[config.mk]
export PLATFORM = sky130hd
export DESIGN_NAME = winwdt_top
export DESIGN_NICKNAME = d
export VERILOG_FILES = /design/src/rtl/winwdt_pkg.sv /design/src/rtl/winwdt_modereg.sv /design/src/rtl/winwdt_counter.sv /design/src/rtl/winwdt_status.sv /design/src/rtl/winwdt_rstgen.sv /design/src/rtl/winwdt_top.sv
export SDC_FILE = /design/constraint.sdc
export NUM_CORES = 1
export LEC_CHECK = 0
export BUFFER_PORTS_ARGS = -buffer_cell sky130_fd_sc_hd__buf_2
export CAP_MARGIN = 20
export CORE_MARGIN = 2
export CORE_UTILIZATION = 53
export DETAILED_ROUTE_END_ITERATION = 12
export GPL_TIMING_DRIVEN = 1
export PLACE_DENSITY = 0.79
export SLEW_MARGIN = 20
export SYNTH_ARGS = -nofsm -noshare
export SYNTH_HDL_FRONTEND = slang
export SYNTH_SLANG_ARGS = --single-unit
[constraint.sdc]
create_clock -name clk -period 3.6 [get_ports clk]
set_clock_uncertainty 0.2 [all_clocks]
set_input_delay 0.18 -clock clk [delete_from_list [all_inputs] [get_ports clk]]
set_output_delay 0.18 -clock clk [all_outputs]
set_load 0.01 [all_outputs]
[src/rtl/winwdt_pkg.sv]
package winwdt_pkg;
  localparam int CNT_W = 12;
  localparam int REG_W = 32;

  localparam logic [1:0] SEL_CTRL = 2'd0;
  localparam logic [1:0] SEL_MODE = 2'd1;
  localparam logic [1:0] SEL_STAT = 2'd2;

  localparam int RELOAD_LSB = 0;
  localparam int LIMIT_LSB  = 16;
  localparam int B_IRQ_EN   = 12;
  localparam int B_RST_EN   = 13;
  localparam int B_CPU_ONLY = 14;
  localparam int B_OFF      = 15;
  localparam int B_DBG_HALT = 28;
  localparam int B_IDL_HALT = 29;

  localparam logic [REG_W-1:0] MODE_RST = 32'h3FFF_2FFF;

  typedef struct packed {
    logic [CNT_W-1:0] reload;
    logic [CNT_W-1:0] limit;
    logic             irq_en;
    logic             rst_en;
    logic             cpu_only;
    logic             off;
    logic             dbg_halt;
    logic             idle_halt;
  } wdt_cfg_t;

  function automatic wdt_cfg_t decode_mode(input logic [REG_W-1:0] m);
    wdt_cfg_t c;
    c.reload    = m[RELOAD_LSB +: CNT_W];
    c.limit     = m[LIMIT_LSB +: CNT_W];
    c.irq_en    = m[B_IRQ_EN];
    c.rst_en    = m[B_RST_EN];
    c.cpu_only  = m[B_CPU_ONLY];
    c.off       = m[B_OFF];
    c.dbg_halt  = m[B_DBG_HALT];
    c.idle_halt = m[B_IDL_HALT];
    return c;
  endfunction
endpackage

[src/rtl/winwdt_modereg.sv]
module winwdt_modereg #(
  parameter int              W       = 32,
  parameter logic [W-1:0]    RST_VAL = '0
) (
  input  logic         clk,
  input  logic         rst_n,
  input  logic         wr,
  input  logic [W-1:0] wdata,
  output logic [W-1:0] mode_q,
  output logic         lock_q,
  output logic         accept
);
  assign accept = wr && !lock_q;

  always_ff @(posedge clk or negedge rst_n) begin
    if (!rst_n) begin
      mode_q <= RST_VAL;
      lock_q <= 1'b0;
    end else if (accept) begin
      mode_q <= wdata;
      lock_q <= 1'b1;
    end
  end
endmodule

[src/rtl/winwdt_counter.sv]
module winwdt_counter #(
  parameter int           W       = 12,
  parameter logic [W-1:0] RST_VAL = '1
) (
  input  logic         clk,
  input  logic         rst_n,
  input  logic         tick,
  input  logic         halt,
  input  logic         off,
  input  logic         restart,
  input  logic         load,
  input  logic [W-1:0] load_val,
  input  logic [W-1:0] reload,
  input  logic [W-1:0] limit,
  output logic [W-1:0] cnt_q,
  output logic         uf,
  output logic         win_err
);
  logic early, restart_ok, step;

  assign early      = cnt_q > limit;
  assign win_err    = restart && !off && early;
  assign restart_ok = restart && !off && !early;
  assign step       = tick && !halt && !off && !load && !restart_ok;
  assign uf         = step && (cnt_q == '0);

  always_ff @(posedge clk or negedge rst_n) begin
    if (!rst_n)          cnt_q <= RST_VAL;
    else if (load)       cnt_q <= load_val;
    else if (restart_ok) cnt_q <= reload;
    else if (step)       cnt_q <= uf ? reload : cnt_q - 1'b1;
  end
endmodule

[src/rtl/winwdt_status.sv]
module winwdt_status (
  input  logic clk,
  input  logic rst_n,
  input  logic uf,
  input  logic win_err,
  input  logic clr,
  input  logic irq_en,
  output logic uf_flag,
  output logic we_flag,
  output logic irq
);
  logic fault;
  assign fault = uf || win_err;

  always_ff @(posedge clk or negedge rst_n) begin
    if (!rst_n) begin
      uf_flag <= 1'b0;
      we_flag <= 1'b0;
      irq     <= 1'b0;
    end else begin
      uf_flag <= uf || (uf_flag && !clr);
      we_flag <= win_err || (we_flag && !clr);
      irq     <= (fault && irq_en) || (irq && !clr);
    end
  end
endmodule

[src/rtl/winwdt_rstgen.sv]
module winwdt_rstgen #(
  parameter int LEN = 16
) (
  input  logic clk,
  input  logic rst_n,
  input  logic fire,
  input  logic cpu_sel,
  output logic sys_rst,
  output logic cpu_rst
);
  localparam int CW = $clog2(LEN + 1);

  logic [CW-1:0] left_q;
  logic          tgt_q;
  logic          busy;

  assign busy    = left_q != '0;
  assign sys_rst = busy && !tgt_q;
  assign cpu_rst = busy && tgt_q;

  always_ff @(posedge clk or negedge rst_n) begin
    if (!rst_n) begin
      left_q <= '0;
      tgt_q  <= 1'b0;
    end else if (fire) begin
      left_q <= CW'(LEN);
      tgt_q  <= cpu_sel;
    end else if (busy) begin
      left_q <= left_q - 1'b1;
    end
  end
endmodule

[src/rtl/winwdt_top.sv]
module winwdt_top
  import winwdt_pkg::*;
#(
  parameter logic [7:0] KEY       = 8'hA5,
  parameter int         PULSE_LEN = 16,
  parameter int         ADDR_W    = 4
) (
  input  logic              clk,
  input  logic              rst_n,
  input  logic              tick,
  input  logic              idle_in,
  input  logic              debug_in,
  input  logic              bus_wr,
  input  logic              bus_rd,
  input  logic [ADDR_W-1:0] bus_addr,
  input  logic [REG_W-1:0]  bus_wdata,
  output logic [REG_W-1:0]  bus_rdata,
  output logic              fault_irq,
  output logic              sys_rst_out,
  output logic              cpu_rst_out
);
  localparam int PAD_HI = REG_W - LIMIT_LSB - CNT_W;
  localparam int PAD_LO = LIMIT_LSB - 2;

  logic [1:0]       sel;
  logic [REG_W-1:0] mode_q;
  logic             lock_q, mode_wr, mode_ld;
  logic             restart_req, stat_rd, halt_req;
  logic [CNT_W-1:0] cnt_q;
  logic             uf, win_err, fault_any;
  logic             uf_flag, we_flag;
  wdt_cfg_t         cfg;
  logic             unused_addr;

  assign sel         = bus_addr[3:2];
  assign unused_addr = ^bus_addr[1:0];
  assign mode_wr     = bus_wr && (sel == SEL_MODE);
  assign stat_rd     = bus_rd && (sel == SEL_STAT);
  assign restart_req = bus_wr && (sel == SEL_CTRL) &&
                       (bus_wdata[REG_W-1 -: 8] == KEY) && bus_wdata[0];
  assign cfg         = decode_mode(mode_q);
  assign halt_req    = (idle_in && cfg.idle_halt) || (debug_in && cfg.dbg_halt);
  assign fault_any   = uf || win_err;

  winwdt_modereg #(.W(REG_W), .RST_VAL(MODE_RST)) u_mode (
    .clk(clk), .rst_n(rst_n), .wr(mode_wr), .wdata(bus_wdata),
    .mode_q(mode_q), .lock_q(lock_q), .accept(mode_ld)
  );

  winwdt_counter #(.W(CNT_W), .RST_VAL(MODE_RST[RELOAD_LSB +: CNT_W])) u_cnt (
    .clk(clk), .rst_n(rst_n), .tick(tick), .halt(halt_req), .off(cfg.off),
    .restart(restart_req), .load(mode_ld),
    .load_val(bus_wdata[RELOAD_LSB +: CNT_W]),
    .reload(cfg.reload), .limit(cfg.limit),
    .cnt_q(cnt_q), .uf(uf), .win_err(win_err)
  );

  winwdt_status u_stat (
    .clk(clk), .rst_n(rst_n), .uf(uf), .win_err(win_err), .clr(stat_rd),
    .irq_en(cfg.irq_en), .uf_flag(uf_flag), .we_flag(we_flag), .irq(fault_irq)
  );

  winwdt_rstgen #(.LEN(PULSE_LEN)) u_rst (
    .clk(clk), .rst_n(rst_n), .fire(fault_any && cfg.rst_en),
    .cpu_sel(cfg.cpu_only), .sys_rst(sys_rst_out), .cpu_rst(cpu_rst_out)
  );

  always_comb begin
    bus_rdata = '0;
    if (bus_rd) begin
      unique case (sel)
        SEL_MODE: bus_rdata = mode_q;
        SEL_STAT: bus_rdata = {{PAD_HI{1'b0}}, cnt_q, {PAD_LO{1'b0}}, we_flag, uf_flag};
        default:  bus_rdata = '0;
      endcase
    end
  end
endmodule

==> summary.md <==
| Metric | Value |
|---|---|
| Data arrival time of the worst path | 2970 ps |
| Setup-violating endpoint count in the final report | 0 |
| Total negative slack for setup checks | 0 ps |
| Yosys warns | 0 |
| Count of input and output buffers | 75 |
| Worst min path class | in2reg |
| Count of cells along the worst register-to-register path | 9 |
| Worst-margin pin slew | 867 ps |
| CTS tree | done |
| Total iterations of the first detailed-routing run | 5 |
| Sort of element at the end of the critical path | flop |
| Relative slew margins | 41.9% |
| CTS hold repair buffers | 33 |
| Fraction of layout instances using a drive strength above 1 | 29.8% |
| Insertion delay of the later-clocked pin in the worst-skew pair | 310 ps |
| Worst hold path depth | 3 |
| Maximum number of pins on one net before global-route repair | 33 |
| Number of remaining DRC errors | 0 |
| Initial antenna violation count | 0 |
| Static Leak | 2.14 nW |
| Overflow left after global routing | 0 |
| Post-CTS resize count | 0 |
| Cell Chain, Critical Path | inv_1 -> ha_1 -> nand2b_1 -> a21oi_1 -> o21a_1 -> nor4b_1 -> nor3_2 -> mux2_4 -> a211o_1 |
| Most used standard cell by instance count after synthesis | sky130_fd_sc_hd__nand2_1 |
| Nature of the critical path startpoint | flop |
| Post-CTS Setup Repair Bufs | 0 |
| CP max-delay cell | sky130_fd_sc_hd__dfstp_2 |
| ANT cells | 0 |
| Average detailed-routed wire length per instance | 16.0 um |
| Final critical-path required period | 2920 ps |
| Cell accounting for the most synthesized area | sky130_fd_sc_hd__dfstp_2 |
| Post-synth top area share | 30.3% |
| Max clock buf depth | 2 |
| Number of buffers created by CTS | 5 |
| # fillers | 492 |
| Placement row count | 29 |
| Final period utilization | 81.2% |
| Critical path start-end classification | reg2reg |
| Peak supply drop | 0.303 mV |
| Leading post-synthesis cells by instance count | 94 x sky130_fd_sc_hd__nand2_1, 39 x sky130_fd_sc_hd__dfstp_2, 36 x sky130_fd_sc_hd__nor2_1, 22 x sky130_fd_sc_hd__inv_1, 19 x sky130_fd_sc_hd__and3_1 |
| Starting density of the core | 53.9% |
| Clock Tree Root | sky130_fd_sc_hd__clkbuf_8 |
| Async S/R FF share, synth | 100% |
| Flip-flop and latch count after synthesis | 54 |
| Power density over cell area | 498 nW/um^2 |
| Width of the die | 83.9 um |
| Register clock-pin slew on the reported worst setup and hold paths | 90 ps |
| Number of synthesized flops with an enable pin | 0 |
| Post-Syn Area | 3390 sq um |
| # H-tree levels | 2 |
| Maximum single-stage delay on the critical path | 590 ps |
| Signed area change from the synthesized netlist to the final layout | 25.6% |
| Clk sink count | 54 |
| Die area | 7040 sq um |
| Final wirelength | 9170 um |
| RD Place Congestion | 0.878 |
| Count of cell types in the netlist | 61 |
| Half-perimeter wire length after placement | 6200 um |
| Vias after detailed routing | 3329 |
| Sequential area share after synthesis | 41.4% |
| Critical path required time | 3640 ps |
| CORE AREA | 6280 sq um |
| Net count of the finished layout | 556 |
| RSZ-0062 raised after global routing | no |
| Most common flop cell mapped by yosys | sky130_fd_sc_hd__dfstp_2 |
| Total I/O pin count | 78 |
| Wire length of the first global-routing pass | 15500 um |
| Number of antenna-violating nets in the routed design | 0 |
| Post-Syn Area per Cell | 8.66 sq um |
| Via count of the first global-routing pass | 3242 |
| Global Route Usage Sum | 26.9% |
| Number of DRC markers in iteration 0 | 312 |
| Final number of max-transition violations | 0 |
| Critical-path maximum fanout | 9 |
| Post-Route Utilization | 67.8% |
| Most area-consuming cells after synthesis | sky130_fd_sc_hd__dfstp_2 30%, sky130_fd_sc_hd__dfrtp_1 11%, sky130_fd_sc_hd__nand2_1 10%, sky130_fd_sc_hd__ha_1 6.7%, sky130_fd_sc_hd__nor2_1 4.0% |
| Run status | finished clean |
| Per-cell via count in the routed design | 5.81 |
| Post-Synthesis Cells | 391 |
| Die Span Y | 83.9 um |
| Nets in the synthesized netlist | 452 |
| Number of max-cap violations | 0 |
| Final count of hold timing violations | 0 |
| Achievable frequency | 342 MHz |
==> path summary, 6_finish.rpt <==
kind / from / to / slack [ps]
worst min-delay path: bus_wr / u_mode.lock_q / 20
worst max register to register: u_cnt.cnt_q[0] / u_cnt.cnt_q[9] / 680
max in group asynchronous: rst_n / u_cnt.cnt_q[1] / 2110
worst min register to register: u_mode.mode_q[9] / u_mode.mode_q[9] / 270
worst max-delay path: u_cnt.cnt_q[0] / u_cnt.cnt_q[9] / 680
min in group asynchronous: rst_n / u_rst.left_q[3] / 240
==> logic make-up (layout without fill, tap and decap cells) <==
kind of cell    after synthesis  in the layout  synth area share, %
simple gates                191            191                 27.4
compound gates               72             72                 15.0
flops                        54             54                 41.4
buf+inv                      40            145                 4.66
fa+ha+maj                    18             18                 6.65
xor+xnor                      8              8                 2.07
mux                           8              8                 2.81
==> area by class of cell <==
class / instances / area [sq um] / area share (%)
clock buffer: 6 / 72.6 / 1.71
clock inverter: 2 / 8.76 / 0.206
inverter: 22 / 82.6 / 1.94
multi-input combinational: 297 / 1840 / 43.1
sequential: 54 / 1400 / 32.9
tap: 77 / 96.3 / 2.26
timing repair buffer: 115 / 758 / 17.8
==> through the flow <==
step	std cells	cell area, sq um	hold slack [ps]	setup slack (ps)	total power, mW
global placement	532	3840	43.0	786	1.71
floorplan	391	3390	-316	854	1.53
detailed placement	532	3840	45.5	725	1.75
global route	573	4250	29.1	502	2.30
CTS	573	4250	5.84	714	2.11
finish	573	4250	24.9	675	2.12
==> where the power goes <==
group          internal [mW]  total (mW)  leakage, nW  switching (mW)
Combinational          0.347       0.758         1.50           0.411
Clock                  0.134       0.331       0.0426           0.196
Sequential             0.862        1.03        0.597           0.169
==> worst max-delay path: cells and delay by family, from the launching register on <==
| kind | cells | cell delay [ps] |
|---|---|---|
| compound gates | 3 | 670 |
| fa+ha+maj | 1 | 180 |
| buf+inv | 1 | 90 |
| flops | 1 | 590 |
| mux | 1 | 350 |
| simple gates | 3 | 790 |
==> layout by cell type (no fill, tap or decap), types with 15 or more instances in the layout <==
master	count
sky130_fd_sc_hd__a22oi_1	15
sky130_fd_sc_hd__and3_1	19
sky130_fd_sc_hd__buf_2	75
sky130_fd_sc_hd__dfrtp_1	15
sky130_fd_sc_hd__dfstp_2	39
sky130_fd_sc_hd__dlygate4sd3_1	33
sky130_fd_sc_hd__ha_1	18
sky130_fd_sc_hd__inv_1	22
sky130_fd_sc_hd__nand2_1	94
sky130_fd_sc_hd__nor2_1	35
==> flip-flops by register name, summed over array words and instances, names as in the netlist <==
register	count
u_mode.mode_q	32
u_cnt.cnt_q	12
u_rst.left_q	5
u_mode.lock_q	1
u_rst.tgt_q	1
u_stat.irq	1
u_stat.uf_flag	1
u_stat.we_flag	1
==> layer usage <==
metal | track usage, % | up-vias | routed length (um)
met4 | 7.92 | 0 | 228
met5 | 0 | - | 0
met2 | 43.9 | 171 | 4430
li1 | - | 1562 | -
met3 | 4.45 | 27 | 660
met1 | 37.0 | 1569 | 3850
Note: power is estimated with default switching activity, not from simulation.
